$ cat src/rtl/wguard_pkg.sv
package wguard_pkg;

    typedef enum logic [1:0] {
        FENCE_NONE = 2'b00,
        FENCE_QTR  = 2'b01,
        FENCE_HALF = 2'b10,
        FENCE_ALL  = 2'b11
    } fence_code_e;

    // Bit positions inside the readable status byte
    localparam int LOCK_POS = 7;
    localparam int FENCE_HI = 3;
    localparam int FENCE_LO = 2;
    localparam int EN_POS   = 1;
    localparam int RDY_POS  = 0;

    typedef struct packed {
        logic        en;         // write-enable flag
        logic        lock;       // lock-enable bit
        fence_code_e fence;      // block-protect code
        logic        pend_v;     // status write waiting for deselect
        logic        pend_lock;
        fence_code_e pend_fence;
        logic        sel_prev;   // select sampled last edge
        logic        sgrant;     // commit pulse
    } guard_state_t;

endpackage

$ cat src/rtl/wguard_fence.sv
module wguard_fence
    import wguard_pkg::*;
#(
    parameter int MEM_BYTES = 2048,
    localparam int AW = $clog2(MEM_BYTES)
) (
    input  logic [AW-1:0] addr,
    input  fence_code_e   fence,
    output logic          hit
);
    localparam int CW = AW + 1;
    localparam logic [CW-1:0] QTR_BASE  = CW'(MEM_BYTES - MEM_BYTES / 4);
    localparam logic [CW-1:0] HALF_BASE = CW'(MEM_BYTES - MEM_BYTES / 2);

    logic [CW-1:0] addr_w;
    assign addr_w = {1'b0, addr};

    always_comb begin
        unique case (fence)
            FENCE_NONE: hit = 1'b0;
            FENCE_QTR:  hit = (addr_w >= QTR_BASE);
            FENCE_HALF: hit = (addr_w >= HALF_BASE);
            default:    hit = 1'b1;
        endcase
    end
endmodule

$ cat src/rtl/wguard_regs.sv
module wguard_regs
    import wguard_pkg::*;
(
    input  logic        clk,
    input  logic        rst_n,
    input  logic        cmd_set_en,
    input  logic        cmd_clr_en,
    input  logic        cmd_wr_stat,
    input  logic        new_lock,
    input  fence_code_e new_fence,
    input  logic        sel_n,
    input  logic        guard_pin,
    output logic        en,
    output logic        lock,
    output fence_code_e fence,
    output logic        stat_grant
);
    guard_state_t st_d, st_q;

    always_comb begin
        st_d          = st_q;
        st_d.sgrant   = 1'b0;
        st_d.sel_prev = sel_n;

        // enable flag: clear has priority over set
        if (cmd_set_en) st_d.en = 1'b1;
        if (cmd_clr_en) st_d.en = 1'b0;

        if (sel_n) begin
            // deselect starts the internal write
            if (!st_q.sel_prev && st_q.pend_v) begin
                st_d.lock   = st_q.pend_lock;
                st_d.fence  = st_q.pend_fence;
                st_d.sgrant = 1'b1;
            end
            st_d.pend_v = 1'b0;
        end else if (st_q.lock && !guard_pin) begin
            // guard pin low under lock: drop any pending update
            st_d.pend_v = 1'b0;
        end else if (cmd_wr_stat && st_q.en) begin
            st_d.pend_v     = 1'b1;
            st_d.pend_lock  = new_lock;
            st_d.pend_fence = new_fence;
        end
    end

    always_ff @(posedge clk or negedge rst_n) begin
        if (!rst_n) begin
            st_q <= '{en: 1'b0, lock: 1'b0, fence: FENCE_NONE, pend_v: 1'b0,
                      pend_lock: 1'b0, pend_fence: FENCE_NONE, sel_prev: 1'b1,
                      sgrant: 1'b0};
        end else begin
            st_q <= st_d;
        end
    end

    assign en         = st_q.en;
    assign lock       = st_q.lock;
    assign fence      = st_q.fence;
    assign stat_grant = st_q.sgrant;

    a_r2_set_takes: assert property (@(posedge clk) disable iff (!rst_n)
        (cmd_set_en && !cmd_clr_en) |=> en);
    a_r2_clear_wins: assert property (@(posedge clk) disable iff (!rst_n)
        cmd_clr_en |=> !en);
    a_r9_en_kept: assert property (@(posedge clk) disable iff (!rst_n)
        (!cmd_set_en && !cmd_clr_en) |=> $stable(en));
    a_r8_cancel: assert property (@(posedge clk) disable iff (!rst_n)
        (!sel_n && lock && !guard_pin) |=> !st_q.pend_v);
    a_r6_single_pulse: assert property (@(posedge clk) disable iff (!rst_n)
        stat_grant |=> !stat_grant);
    a_r6_loads_pending: assert property (@(posedge clk) disable iff (!rst_n)
        stat_grant |-> (lock == $past(st_q.pend_lock) && fence == $past(st_q.pend_fence)));
endmodule

$ cat src/rtl/eeprom_write_guard.sv
module eeprom_write_guard
    import wguard_pkg::*;
#(
    parameter int MEM_BYTES = 2048,
    localparam int AW = $clog2(MEM_BYTES)
) (
    input  logic          clk,
    input  logic          rst_n,
    input  logic          cmd_set_en,
    input  logic          cmd_clr_en,
    input  logic          cmd_wr_stat,
    input  logic [7:0]    stat_wdata,
    input  logic          sel_n,
    input  logic          guard_pin,
    input  logic          busy,
    input  logic          wr_req,
    input  logic [AW-1:0] wr_addr,
    output logic          arr_grant,
    output logic          stat_grant,
    output logic [7:0]    status_byte
);
    logic        en, lock, fenced;
    fence_code_e fence;
    logic        agrant_d, agrant_q;
    logic        unused_wdata_bits;

    assign unused_wdata_bits = ^{stat_wdata[6:4], stat_wdata[1:0]};

    wguard_regs u_regs (
        .clk        (clk),
        .rst_n      (rst_n),
        .cmd_set_en (cmd_set_en),
        .cmd_clr_en (cmd_clr_en),
        .cmd_wr_stat(cmd_wr_stat),
        .new_lock   (stat_wdata[LOCK_POS]),
        .new_fence  (fence_code_e'(stat_wdata[FENCE_HI:FENCE_LO])),
        .sel_n      (sel_n),
        .guard_pin  (guard_pin),
        .en         (en),
        .lock       (lock),
        .fence      (fence),
        .stat_grant (stat_grant)
    );

    wguard_fence #(.MEM_BYTES(MEM_BYTES)) u_fence (
        .addr (wr_addr),
        .fence(fence),
        .hit  (fenced)
    );

    always_comb begin
        agrant_d = wr_req && en && !fenced;
    end

    always_ff @(posedge clk or negedge rst_n) begin
        if (!rst_n) agrant_q <= 1'b0;
        else        agrant_q <= agrant_d;
    end

    assign arr_grant = agrant_q;

    always_comb begin
        status_byte           = 8'h00;
        status_byte[LOCK_POS] = lock;
        status_byte[FENCE_HI:FENCE_LO] = fence;
        status_byte[EN_POS]   = en;
        status_byte[RDY_POS]  = busy;
    end

    a_r5_needs_enable: assert property (@(posedge clk) disable iff (!rst_n)
        arr_grant |-> $past(en && wr_req));
    a_r4_full_fence: assert property (@(posedge clk) disable iff (!rst_n)
        arr_grant |-> ($past(fence) != FENCE_ALL));
endmodule

$ cat config.mk
export PLATFORM = sky130hd
export DESIGN_NAME = eeprom_write_guard
export DESIGN_NICKNAME = d
export VERILOG_FILES = /design/src/rtl/wguard_pkg.sv /design/src/rtl/wguard_fence.sv /design/src/rtl/wguard_regs.sv /design/src/rtl/eeprom_write_guard.sv
export SDC_FILE = /design/constraint.sdc
export NUM_CORES = 1
export LEC_CHECK = 0
export BUFFER_PORTS_ARGS = -buffer_cell sky130_fd_sc_hd__buf_2
export CORE_AREA = 3 3 40 42
export DETAILED_ROUTE_END_ITERATION = 16
export DIE_AREA = 0 0 43 45
export PLACE_DENSITY_LB_ADDON = 0.05
export SETUP_SLACK_MARGIN = 0.15
export SLEW_MARGIN = 15
export SYNTH_ARGS = -nofsm -noshare
export SYNTH_HDL_FRONTEND = slang
export SYNTH_SLANG_ARGS = --single-unit
$ cat constraint.sdc
create_clock -name clk -period 4.1 [get_ports clk]
set_input_delay 0.41 -clock clk [delete_from_list [all_inputs] [get_ports clk]]
set_output_delay 0.41 -clock clk [all_outputs]
set_load 0.02 [all_outputs]
=== Word-level counts from Yosys, hierarchy flattened ===
Cells that the tools add are included.

* $lt $le $gt $ge: 2
* Eq/ne operators: 2
* Mux-type cells: 8
* Bitwise operators: 2
* Reduce and logical (&&, ||, !) cells: 13

{| class="wikitable"
|+ Operators by type and width
! kind !! count
|-
| $ge 11x11->1 const B || 2
|-
| $mux 1 || 6
|-
| $logic_and 1x1->1 || 5
|-
| $mux 4 || 1
|-
| $logic_not 1->1 || 3
|-
| $pmux 1 s3 || 1
|-
| $reduce_and 3->1 || 1
|-
| $reduce_bool 3->1 || 1
|-
| $eq 2x1->1 const B || 1
|-
| $eq 2x2->1 const B || 1
|-
| $logic_not 2->1 || 1
|-
| $not 1->1 || 2
|-
| $reduce_and 2->1 || 1
|-
| $reduce_bool 2->1 || 1
|}

* Register bits: 11
* Input bits: 28
* Output and inout port bits: 10
* Word-level logic and storage cells: 36

=== Depth between registers and ports, before layout ===
* Depth in word-level cells: 4
* Mapped depth: 3
* Gate-level depth less buffers: 3

=== By module ===
From an unflattened synthesis, not the netlist that was laid out.

* Cell total of the unflattened synthesis: 39
* Area, all modules: 500.5 µm²

{| class="wikitable"
|+ Modules (own cells, without submodules)
! module !! times used !! cells an instance !! area an instance (µm²) !! sequential area each (µm²)
|-
| wguard_regs || 1 || 27 || 404.1 || 251.5
|-
| eeprom_write_guard || 1 || 9 || 82.6 || 25.0
|-
| wguard_fence || 1 || 3 || 13.8 || 0.0
|}

=== Worst setup path after synthesis ===
Ideal clock, no wire load.

* Path type: register -> register
* Start point: register u_regs.st_q, in the netlist u_regs.lock
* End point: register u_regs.st_q[2] (netlist name)
* Library setup time: 0.125 ns
* Arrival: 1.165 ns
* Data required time: 3.975 ns
* Setup slack: 2.810 ns
* Cell stages (with the launch flop): 4
* Path buffers: 0
* Period minus slack after synthesis: 1.290 ns
* Cell sequence: dfrtp_1 -> nor2b_4 -> or3_4 -> mux2_4

* Word-level cells in the longest chain between the ends: 3

{| class="wikitable"
|+ RTL lines
! what !! RTL line !! RTL
|-
| start, declared || wguard_regs.sv:18 || <nowiki>guard_state_t st_d, st_q;</nowiki>
|-
| start signal, assigned || wguard_regs.sv:49 || <nowiki>st_q <= '{en: 1'b0, lock: 1'b0, fence: FENCE_NONE, pend_v: 1'b0,</nowiki>
|-
| start signal, assigned || wguard_regs.sv:53 || <nowiki>st_q <= st_d;</nowiki>
|-
| $logic_and 1x1->1 || wguard_regs.sv:37 || <nowiki>end else if (st_q.lock && !guard_pin) begin</nowiki>
|-
| $not 1->1 (no line) || - ||
|-
| $reduce_and 3->1 (no line) || - ||
|}

No other way between the ends.
A chain may end at the register's enable or synchronous reset.

=== Final worst setup path ===
* Start point: register u_regs.st_q, in the netlist u_regs.lock
* End point: register u_regs.st_q[4] (netlist name)

The elaborated chain is that of the path after synthesis.

==> results by group <==
STA
  – Tcrit/Tclk final: around a third
  – Clock Skew: about 0.0013 ns
  – Minimum clock period after layout: ~1.3 ns
  – Setup_tns: 0 ns
  – RSZ-0062 raised after global routing: no
  – Final number of setup-violating endpoints: 0
  – Final Max Slew Viols: 0
  – Final hold slack: a little over 0.005 ns
  – F_max: about 750 MHz
  – Final Hold Viols: 0

Placement
  – Post-place instance area: approximately 550 um^2
  – Placed cell count: 65
  – Port buffer count: 18
  – GP Congestion: 0.708

Drt
  – WL per Instance: roughly 12 um
  – Post-route DRC violation count: 0
  – Via density: 4.33
  – Initial DRC Count: 3
  – Vias: 299
  – Antenna Nets Post-Route: 0
  – Drt total wl: roughly 800 um
  – Drt first pass iters: 2

Worst setup path
  – Crit-path max cell delay: ~0.4 ns
  – Critical path class: flop to flop
  – Buf/Inv on CP: 0
  – Critical-path top delay cell: or3_4
  – Cells along the critical path: nor2b_4 -> or3_4 -> mux2_4
  – Crit path launch type: flop
  – CP required: 4.25 ns
  – Critical path capture point type: flop
  – Worst R2R Setup Slack: approximately 2.8 ns
  – Worst EP arrival: between 1 and 1.5 ns
  – Crit path max-delay family: simple AND/OR/NAND/NOR gates
  – Crit-path max FO: 3

Pwr
  – Power Density: ~510 nW/um^2
  – Pwr Total: 0.295 mW
  – Leakage: roughly 0.32 nW
  – VDD IR max: 217 uV

Die
  – Die Span Y: 45 um
  – Top Ports: 38
  – Core Area: approximately 1300 um^2
  – Die Area: approximately 1900 um^2
  – Die Width: around 43 um
  – Initial core utilization: between 30% and 40%
  – Row count: 13

Finish
  – Area grow syn2layout: 16.6%
  – Final Non-Filler Cells: slightly below 70
  – Nets: 83
  – Layout cells sized above 1: a little under three fifths
  – Commonest non-fill, non-tap cell in the layout: buf_2
  – Most frequent cells in the layout: buf_2, dfrtp_1
  – Antenna cells: 0
  – Design Area, Final: approximately 580 um^2

Clock network
  – Hold Buf Count CTS: 0
  – Post-CTS setup buffer count: 0
  – Post-CTS resize count: 0
  – Total CTS buffers: 3
  – H-tree Lvls: 1
  – CTS max path bufs: 2
  – Clk root buf: clkbuf_4
  – Clk_lat worst skew: approximately 0.26 ns
  – CTS tree: yes
  – Reg clk slew, reported paths: 0.06 ns
  – CTS Sinks: 11

Global route
  – Initial antenna violation count: 0
  – Largest net degree at the start of global routing: 12
  – All-Layer GR Usage: 9.74%
  – GR Overflow Total: 0
  – First-pass GRT wire length: around 1300 um
  – Vias in the first global route: ~330

Yosys
  – Mapped Area: around 500 um^2
  – Number of distinct library cells after synthesis: 15
  – Cells after Synth: 38
  – Synth top area share: around half
  – Synth area leader: dfrtp_1
  – #FFs+latches synth: 11
  – Sequential share of the synthesized area: between 50% and 60%
  – Synth top area cells: dfrtp_1, buf_4, mux2_4, mux2_2, dfstp_2
  – Yosys warnings: 0
  – Avg Inst Size Synth: 13.1 um^2

Run
  – Max_cap viols: 0

Run status
  – Status: completed

Hold path
  – Hold crit path type: input port to asynchronous set/reset pin
-- synth_stat cells, drive strengths merged --
library cell  instances
inv                   2
conb                  1
nand3b                1
dfstp                 1
nor2                  2
buf                   8
a221oi                1
a21o                  1
nor2b                 1
nand2                 2
or3                   1
mux2                  6
dfrtp                10
a211oi                1
-- final cells by class --
type / count / area [um^2]
fill: 130 / 704
sequential: 11 / 277
multi-input combinational: 19 / 161
timing repair buffer: 18 / 90.1
clock buffer: 4 / 26.3
tap: 15 / 18.8
inverter: 2 / 7.51
-- kinds of logic (layout without fill, tap and decap cells) --
kind of cell           Yosys count  count (layout)  synth area share [%]
buffers and inverters           10              24                  13.6
and+or+nand+nor                  7               7                  9.55
AOI/OAI and AO/OA                3               3                  4.78
muxes                            6               6                  15.8
DFF                             11              11                  55.5
other                            1               3                 0.753
-- worst reg2reg max path: stages, from the launching register on --
cell and delay [ns]:
dfrtp_1 0.38, nor2b_4 0.13, or3_4 0.40, mux2_4 0.31
-- through the flow --
stage          worst slack, ns  utilization (%)
2_1_floorplan             2.81                -
3_5_place_dp              2.71             43.1
3_3_place_gp              2.72             43.1
4_1_cts                   2.77             45.2
5_1_grt                   2.73             45.2
6_report                  2.77             45.2
-- state kept, by name (all words and copies together), names as in the netlist --
name / cells
arr_grant: 1
u_regs.en: 1
u_regs.fence: 2
u_regs.lock: 1
u_regs.st_q: 5
u_regs.stat_grant: 1
-- final timing paths --
kind / startpoint / endpoint / depth (start not counted)
max reg2reg: u_regs.lock / u_regs.st_q[4] / 3
min reg2reg: u_regs.fence[0] / arr_grant / 1
min: rst_n / u_regs.fence[1] / 1
max in group asynchronous: rst_n / u_regs.st_q[1] / 1
max: u_regs.lock / u_regs.st_q[4] / 3
min in group clk: sel_n / u_regs.st_q[1] / 1
-- routing by layer --
layer	GRT usage, %	wire length, um	vias to the layer above
met4	9.64	10	0
met5	0	0	-
met2	14.7	380	16
li1	-	-	147
met1	10.6	312	134
met3	3.19	91	2
-- power breakdown --
part / switching, mW / internal, mW
Clock: 0.0319 / 0.0375
Sequential: 0.0147 / 0.131
Combinational: 0.0389 / 0.0407
No activity file was read; power rests on OpenSTA's default activity.
